==> src/rtl/dts_pkg.sv <==
package dts_pkg;

  typedef struct packed {
    logic wr;
    logic burst;
    logic dword;
  } tenure_t;

  typedef enum logic [1:0] {
    PH_IDLE = 2'd0,
    PH_XFER = 2'd1,
    PH_TAIL = 2'd2
  } phase_e;

endpackage

==> src/rtl/dts_queue.sv <==
module dts_queue
  import dts_pkg::*;
#(
  parameter int DEPTH = 2
) (
  input  logic                         clk,
  input  logic                         rst_n,
  input  logic                         push,
  input  tenure_t                      push_ent,
  input  logic                         pick,
  input  logic                         wr_only,
  input  logic                         retire,
  output tenure_t                      active_ent,
  output logic                         have_work,
  output logic                         ovf
);

  localparam int CW = $clog2(DEPTH + 1);
  localparam int IW = (DEPTH > 1) ? $clog2(DEPTH) : 1;

  tenure_t          slot_q [DEPTH];
  tenure_t          slot_n [DEPTH];
  logic [CW-1:0]    cnt_q, cnt_n, cnt_mid;
  logic [IW-1:0]    sel_q, pick_idx, fw_idx;
  logic             fw_found;
  logic             ovf_q, ovf_n;
  logic             slot_en, push_ok;

  // oldest queued write
  always_comb begin
    fw_found = 1'b0;
    fw_idx   = '0;
    for (int i = DEPTH - 1; i >= 0; i--) begin
      if ((CW'(i) < cnt_q) && slot_q[i].wr) begin
        fw_found = 1'b1;
        fw_idx   = IW'(i);
      end
    end
  end

  assign pick_idx = (wr_only && fw_found) ? fw_idx : '0;

  always_comb begin
    slot_n  = slot_q;
    cnt_mid = cnt_q;
    if (retire) begin
      for (int i = 0; i < DEPTH - 1; i++) begin
        if (IW'(i) >= sel_q) slot_n[i] = slot_q[i+1];
      end
      cnt_mid = cnt_q - CW'(1);
    end
    ovf_n   = push && (cnt_q == CW'(DEPTH));
    push_ok = push && !ovf_n;
    cnt_n   = cnt_mid;
    if (push_ok) begin
      for (int i = 0; i < DEPTH; i++) begin
        if (CW'(i) == cnt_mid) slot_n[i] = push_ent;
      end
      cnt_n = cnt_mid + CW'(1);
    end
    slot_en = retire || push_ok;
  end

  always_ff @(posedge clk or negedge rst_n) begin
    if (!rst_n) begin
      cnt_q <= '0;
      ovf_q <= 1'b0;
      sel_q <= '0;
    end else begin
      cnt_q <= cnt_n;
      ovf_q <= ovf_n;
      if (pick) sel_q <= pick_idx;
    end
  end

  always_ff @(posedge clk) begin
    if (slot_en) slot_q <= slot_n;
  end

  assign active_ent = slot_q[sel_q];
  assign have_work  = (cnt_q != '0);
  assign ovf        = ovf_q;

  assert_cnt_bound_R2: assert property (@(posedge clk) disable iff (!rst_n)
    cnt_q <= CW'(DEPTH));
  assert_no_overflow_R2: assert property (@(posedge clk) disable iff (!rst_n)
    ovf_q |-> $past(push && (cnt_q == CW'(DEPTH))));
  assert_full_hold_R2: assert property (@(posedge clk) disable iff (!rst_n)
    (push && (cnt_q == CW'(DEPTH)) && !retire) |=> (cnt_q == CW'(DEPTH)));
  assert_inorder_R3: assert property (@(posedge clk) disable iff (!rst_n)
    (pick && !wr_only) |=> (sel_q == '0));
  assert_promote_R4: assert property (@(posedge clk) disable iff (!rst_n)
    (pick && wr_only && fw_found) |=> active_ent.wr);
  assert_retire_nonempty_R10: assert property (@(posedge clk) disable iff (!rst_n)
    retire |-> (cnt_q != '0));

endmodule

==> src/rtl/dts_beat_ctrl.sv <==
module dts_beat_ctrl
  import dts_pkg::*;
#(
  parameter bit WIDE_PATH = 1'b1,
  parameter int BW        = 2
) (
  input  logic          clk,
  input  logic          rst_n,
  input  logic          grant,
  input  logic          ext_busy,
  input  logic          have_work,
  input  logic          beat_ack,
  input  tenure_t       ent,
  output logic          pick,
  output logic          retire,
  output logic          busy,
  output logic          done,
  output logic [BW-1:0] beat_idx
);

  localparam int BURST_BEATS = WIDE_PATH ? 4 : 8;
  localparam int DWORD_BEATS = WIDE_PATH ? 1 : 2;

  phase_e        phase_q, phase_n;
  logic [BW-1:0] beat_q, beat_n, last_beat;
  logic          phase_en, beat_en;

  always_comb begin
    if (ent.burst)      last_beat = BW'(BURST_BEATS - 1);
    else if (ent.dword) last_beat = BW'(DWORD_BEATS - 1);
    else                last_beat = '0;
  end

  assign pick   = (phase_q == PH_IDLE) && grant && !ext_busy && have_work;
  assign retire = (phase_q == PH_TAIL);

  always_comb begin
    phase_n = phase_q;
    beat_n  = beat_q;
    unique case (phase_q)
      PH_IDLE: if (pick) begin
        phase_n = PH_XFER;
        beat_n  = '0;
      end
      PH_XFER: if (beat_ack) begin
        if (beat_q == last_beat) phase_n = PH_TAIL;
        else                     beat_n  = beat_q + BW'(1);
      end
      PH_TAIL: begin
        phase_n = PH_IDLE;
        beat_n  = '0;
      end
      default: begin
        phase_n = PH_IDLE;
        beat_n  = '0;
      end
    endcase
    phase_en = (phase_n != phase_q);
    beat_en  = (beat_n != beat_q);
  end

  always_ff @(posedge clk or negedge rst_n) begin
    if (!rst_n) begin
      phase_q <= PH_IDLE;
      beat_q  <= '0;
    end else begin
      if (phase_en) phase_q <= phase_n;
      if (beat_en)  beat_q  <= beat_n;
    end
  end

  assign busy     = (phase_q != PH_IDLE);
  assign done     = (phase_q == PH_TAIL);
  assign beat_idx = beat_q;

  assert_busy_rise_R6: assert property (@(posedge clk) disable iff (!rst_n)
    $rose(busy) |-> $past(grant && !ext_busy && have_work));
  assert_done_busy_R10: assert property (@(posedge clk) disable iff (!rst_n)
    done |-> busy);
  assert_done_drop_R10: assert property (@(posedge clk) disable iff (!rst_n)
    done |=> !busy);
  assert_beat_range_R7: assert property (@(posedge clk) disable iff (!rst_n)
    busy |-> (beat_q <= last_beat));
  assert_idle_ack_R9: assert property (@(posedge clk) disable iff (!rst_n)
    (!busy && !$past(busy)) |-> (beat_q == '0));

endmodule

==> src/rtl/data_tenure_sched.sv <==
module data_tenure_sched
  import dts_pkg::*;
#(
  parameter bit WIDE_PATH = 1'b1,
  parameter int QDEPTH    = 2,
  parameter int BW        = WIDE_PATH ? 2 : 3
) (
  input  logic          clk,
  input  logic          rst_n,
  input  logic          enq_valid,
  input  logic          enq_write,
  input  logic          enq_burst,
  input  logic          enq_dword,
  input  logic          grant,
  input  logic          ext_busy,
  input  logic          wr_only,
  input  logic          beat_ack,
  output logic          busy,
  output logic          cur_write,
  output logic          cur_burst,
  output logic [BW-1:0] beat_idx,
  output logic          done,
  output logic          ovf_err
);

  tenure_t push_ent, active_ent;
  logic    pick, retire, have_work;

  assign push_ent = '{wr: enq_write, burst: enq_burst, dword: enq_dword};

  dts_queue #(.DEPTH(QDEPTH)) u_queue (
    .clk        (clk),
    .rst_n      (rst_n),
    .push       (enq_valid),
    .push_ent   (push_ent),
    .pick       (pick),
    .wr_only    (wr_only),
    .retire     (retire),
    .active_ent (active_ent),
    .have_work  (have_work),
    .ovf        (ovf_err)
  );

  dts_beat_ctrl #(.WIDE_PATH(WIDE_PATH), .BW(BW)) u_beat (
    .clk       (clk),
    .rst_n     (rst_n),
    .grant     (grant),
    .ext_busy  (ext_busy),
    .have_work (have_work),
    .beat_ack  (beat_ack),
    .ent       (active_ent),
    .pick      (pick),
    .retire    (retire),
    .busy      (busy),
    .done      (done),
    .beat_idx  (beat_idx)
  );

  assign cur_write = busy && active_ent.wr;
  assign cur_burst = busy && active_ent.burst;

  assert_idle_type_R11: assert property (@(posedge clk) disable iff (!rst_n)
    !busy |-> (!cur_write && !cur_burst));
  assert_type_stable_R11: assert property (@(posedge clk) disable iff (!rst_n)
    (busy && $past(busy)) |-> ($stable(cur_write) && $stable(cur_burst)));

endmodule

==> config.mk <==
export PLATFORM = sky130hd
export DESIGN_NAME = data_tenure_sched
export DESIGN_NICKNAME = d
export VERILOG_FILES = /design/src/rtl/dts_pkg.sv /design/src/rtl/dts_queue.sv /design/src/rtl/dts_beat_ctrl.sv /design/src/rtl/data_tenure_sched.sv
export SDC_FILE = /design/constraint.sdc
export NUM_CORES = 1
export LEC_CHECK = 0
export ABC_CLOCK_PERIOD_IN_PS = 3600
export CORE_MARGIN = 1
export CORE_UTILIZATION = 47
export DETAILED_ROUTE_END_ITERATION = 10
export PLACE_DENSITY = 0.76
export SYNTH_ARGS = -nofsm -noshare
export SYNTH_HDL_FRONTEND = slang
export SYNTH_SLANG_ARGS = --single-unit
==> constraint.sdc <==
create_clock -name clk -period 3.6 [get_ports clk]
set_clock_uncertainty 0.1 [all_clocks]
set_input_delay 0.36 -clock clk [delete_from_list [all_inputs] [get_ports clk]]
set_output_delay 0.36 -clock clk [all_outputs]
set_load 0.1 [all_outputs]
# Word-level counts from Yosys, hierarchy flattened
# Index checks and enable logic that the tools add are counted.
[op_classes]
n_lt_le_gt_ge = 4
reduce_logical = 18
add_sub_neg = 3
n_eq_ne = 7
n_mux = 23
bitwise = 1
[ops]
columns = ["op", "count"]
rows = [
  ["two-way mux 3 bit", 7],
  ["two-way mux 2 bit", 9],
  ["logical AND 1 bit", 10],
  ["case mux 2 bit (2 select lines)", 2],
  ["two-way mux 6 bit", 1],
  ["adder 2 x 1 -> 2 bit (second input constant)", 2],
  ["== test 2 bit (second input constant)", 2],
  ["logical NOT 2 bit", 2],
  ["< comparator 1 x 2 -> 1 bit (first input constant)", 2],
  ["two-way mux 1 bit", 4],
  ["!= test 2 bit", 2],
  ["nonzero test 2 bit", 2],
  ["AND reduction 3 bit", 1],
  ["== test 1 x 2 -> 1 bit (first input constant)", 1],
  ["== test 2 x 1 -> 1 bit (second input constant)", 1],
  ["== test 2 bit", 1],
  ["greater-or-equal comparator 2 bit (second input constant)", 1],
  ["logical NOT 1 bit", 2],
  ["NOT 1 -> 2 bit", 1],
  ["subtractor 2 x 1 -> 2 bit (second input constant)", 1],
  ["greater-or-equal comparator 1 bit (first input constant)", 1],
  ["logical OR 1 bit", 1],
]
[word_totals]
word_cells = 67
output_inout_bits = 7
register_bits = 14

# Longest topological paths before layout
[depth]
depth_word = 10
mapped_depth = 6

# By module
# Synthesis repeated with hierarchy kept, for this count alone.
[hier_totals]
hier_cells = 74
area_unflattened_um2 = 840.8
[by_module_without_submodules]
columns = ["module", "cells_per_inst", "area_each_um2", "n_inst"]
rows = [
  ["dts_queue", 44, 565.5, 1],
  ["dts_beat_ctrl", 28, 262.8, 1],
  ["data_tenure_sched", 2, 12.5, 1],
]

# Least setup slack after synthesis
# Ideal clock, no wire load.
[synth_timing]
kind = "flip-flop to output port"
start = "register u_queue.sel_q"
end = "output cur_burst"
path_slack_ns = 1.298
path_buffers = 0
stages_incl_launch_ff = 3
arrival_ns = 1.842
t_required_ns = 3.140
path_cell_list = "dfrtp_1 -> mux2i_1 -> nor2_1"
[synth_via]
elab_chain_cells = 5
[synth_rtl]
columns = ["element", "line_no", "source"]
rows = [
  ["start, declared", "dts_queue.sv:24", "logic [IW-1:0] sel_q, pick_idx, fw_idx;"],
  ["start signal, assigned", "dts_queue.sv:72", "if (pick) sel_q <= pick_idx;"],
  ["NOT 1 -> 2 bit (implied by the code)", "dts_queue.sv:80", "assign active_ent = slot_q[sel_q];"],
  ["two-way mux 3 bit (implied by the code) (3 in a row)", "dts_queue.sv:80", ""],
  ["logical AND 1 bit", "data_tenure_sched.sv:60", "assign cur_burst = busy && active_ent.burst;"],
  ["end, declared", "data_tenure_sched.sv:20", "output logic cur_burst,"],
]
# No other way between the ends. The select of a mux whose other input is x is not followed.

# Final worst setup path
# Same ends and word-level chain as after synthesis.

==> out/summary.txt <==
minimum period implied by the final worst setup slack - 2.60 ns
Port Buffers - 15
Final Max Slew Viols - 0
Buf/Inv on CP - 1
Slowest cell on crit path - clkdlybuf4s50_1
FILL cells - 106
Mapped Nets - 81
number of buffers created by CTS - 3
gr usage total - 20.9%
Avg WL per Cell - 13.6 µm
via count - 548
layout cells sized above 1 - 11.8%
first-pass GRT wire length - 2.26 mm
initial antenna violation count - 0
Worst-Margin Slew - 0.961 ns
endpoints failing hold - 0
r2r setup slk - 1.54 ns
sequential element share of the synthesized area - 44.3%
Via-to-Cell Ratio - 5.48
CP peak stage delay - 1.13 ns
CP required - 3.14 ns
largest net degree at the start of global routing - 9
FF+latch count, synth - 12
critical path, cell by cell - mux2i_1, nor2_1, clkdlybuf4s50_1
Post-route DRC - 0
IO Pins - 17
worst hold path class - in2async
Yosys warnings - 0
Hold Buf Count CTS - 0
family with the most delay on the worst path - buffers and inverters
Initial Util - 52.9%
fmax - 384 MHz
area delta synth->final - 27.0%
Core Rows - 13
Post-DRT Antenna Nets - 0
Cell Area, Synth - 723 µm²
crit-path max FO - 5
Crit. End Element - output pin
clk slew on worst S/H paths - 0.07 ns
Final setup viols - 0
CP Class - reg2out
Worst Path Arrival - 2.14 ns
CTS tree - done
Syn Inst Count - 66
Netlist cell types - 27
htree depth - 1
Chip Width - 41.2 µm
Routed Wire Length - 1.36 mm
Slew headroom - 35.8%
vias in the first global route - 522
clk sinks - 12
DR pass1 iterations - 4
outcome - finished clean
unrepaired setup endpoints after global routing - false
Worst R2R Path Depth - 6
root buf cell - clkbuf_4
Post-DP HPWL - 1.09 mm
max_cap viols - 0
die area - 0.00170 mm²
fin nets - 101
FF-to-FF End - u_queue.slot_q[5]
Worst R2R Start - u_queue.cnt_q[0]
GR Overflow Total - 0
Core Footprint - 0.00137 mm²
later-pin clock latency in the skew report - 0.27 ns
CTS resizes - 0
Avg Inst Size Synth - 11.0 µm²
crit path launch type - register
Max Root-Sink Buffers - 2
Starting DRT DRC Count - 4
Setup TNS - 0 ns
post-route clock period utilization - 72.3%
GP Congestion - 0.711
Antenna diodes - 0
Die Span Y - 41.2 µm
Post-CTS Setup Bufs - 0
==> kinds of logic after synthesis <==
kind of cell,Yosys count,synth area share [%]
buffers and inverters,7,3.63
adders and majority gates,5,8.65
AOI/OAI and AO/OA,8,8.13
DFF,12,44.3
muxes,11,16.6
xor gates and xnor gates,2,2.42
and+or+nand+nor,21,16.3
==> area by class of cell <==
cell class	instances	area [µm²]	share of cell area, %
inverters	7	26.3	2.86
repair buffers	15	150	16.3
flip-flops and latches	12	320	34.9
multi-input cells	47	377	41.0
clock buffers	4	26.3	2.86
well taps	15	18.8	2.04
==> sequential cells by signal (all words and copies together), names as in the netlist <==
signal,flops
u_queue.ovf,1
u_beat.phase_q,2
u_queue.sel_q,1
u_queue.cnt_q,2
u_queue.slot_q,4
u_beat.beat_idx,2
==> worst max path at each step <==
stage	from	to	slack (ns)	cells past startpoint
final	u_queue.sel_q	cur_burst	1.0	3
after global routing	u_queue.sel_q	cur_burst	0.88	3
after CTS	u_queue.sel_q	cur_burst	0.98	3
after detailed placement	u_queue.sel_q	cur_burst	1.28	3
after global placement	u_beat.phase_q[0]	done	1.30	3
after floorplan	u_queue.sel_q	cur_burst	1.30	2
==> placed cells by master, fill, tap and decap left out <==
master,Yosys,routed
a21oi_1,1,1
or2_2,1,1
or3_1,1,1
o2bb2ai_1,1,1
nor3b_1,1,1
clkbuf_4,0,3
inv_1,7,7
mux2_2,5,5
o211ai_1,1,1
a31oi_1,1,1
nor2_1,4,4
and2_1,2,2
clkbuf_1,0,1
o2111ai_1,1,1
dfrtp_1,8,8
xnor2_1,2,2
nand3_1,2,2
ha_1,5,5
clkdlybuf4s50_1,0,15
or3b_1,1,1
o21ai_0,1,1
nand2b_1,2,2
o22a_1,1,1
nor2b_1,2,2
edfxtp_1,4,4
or3b_4,1,1
a2111oi_0,1,1
mux2_1,3,3
nand2_1,4,4
mux2i_1,3,3
==> stage by stage <==
| stage | area [µm²] | hold WS [ns] | util, % | instances | worst slack (ns) |
|---|---|---|---|---|---|
| after floorplan | 723 | -0.0356 | - | 66 | 1.30 |
| after global placement | 892 | 0.509 | 65.3 | 96 | 1.30 |
| after detailed placement | 892 | 0.520 | 65.3 | 96 | 1.28 |
| after CTS | 918 | 0.283 | 67.2 | 100 | 0.985 |
| after global routing | 918 | 0.302 | 67.2 | 100 | 0.878 |
| final | 918 | 0.269 | 67.2 | 100 | 0.996 |
==> worst reg2reg max path, cell delays in order, from the launching register on <==
cell and delay, ns:
dfrtp_1 0.39, inv_1 0.12, ha_1 0.24, mux2_1 0.33
ha_1 0.19, nand2_1 0.10, mux2_2 0.34
==> synthesized netlist by cell type <==
library cell / number / share of area (%)
or3b_1: 1 / 1.2
nand3_1: 2 / 1.4
o2bb2ai_1: 1 / 1.2
a2111oi_0: 1 / 1.2
mux2_1: 3 / 4.7
o211ai_1: 1 / 1.0
mux2_2: 5 / 7.8
inv_1: 7 / 3.6
edfxtp_1: 4 / 17
nand2b_1: 2 / 1.7
or3b_4: 1 / 1.6
a21oi_1: 1 / 0.69
o2111ai_1: 1 / 1.2
dfrtp_1: 8 / 28
xnor2_1: 2 / 2.4
a31oi_1: 1 / 0.87
ha_1: 5 / 8.7
mux2i_1: 3 / 4.2
o21ai_0: 1 / 0.69
or2_2: 1 / 0.87
nor2b_1: 2 / 1.7
or3_1: 1 / 0.87
nor3b_1: 1 / 1.0
nand2_1: 4 / 2.1
nor2_1: 4 / 2.1
o22a_1: 1 / 1.2
and2_1: 2 / 1.7
==> per-layer routing <==
metal | global-route usage (%) | vias to the layer above | wire (µm)
met4 | 7.26 | 0 | 17
met1 | 24.6 | 265 | 610
met5 | 0 | - | 0
li1 | - | 270 | -
met3 | 4.89 | 2 | 43
met2 | 36.7 | 11 | 686
Power is left out: the tool's default activity adds up to more than one toggle a clock period on the data nets, which glitch-free logic cannot reach.
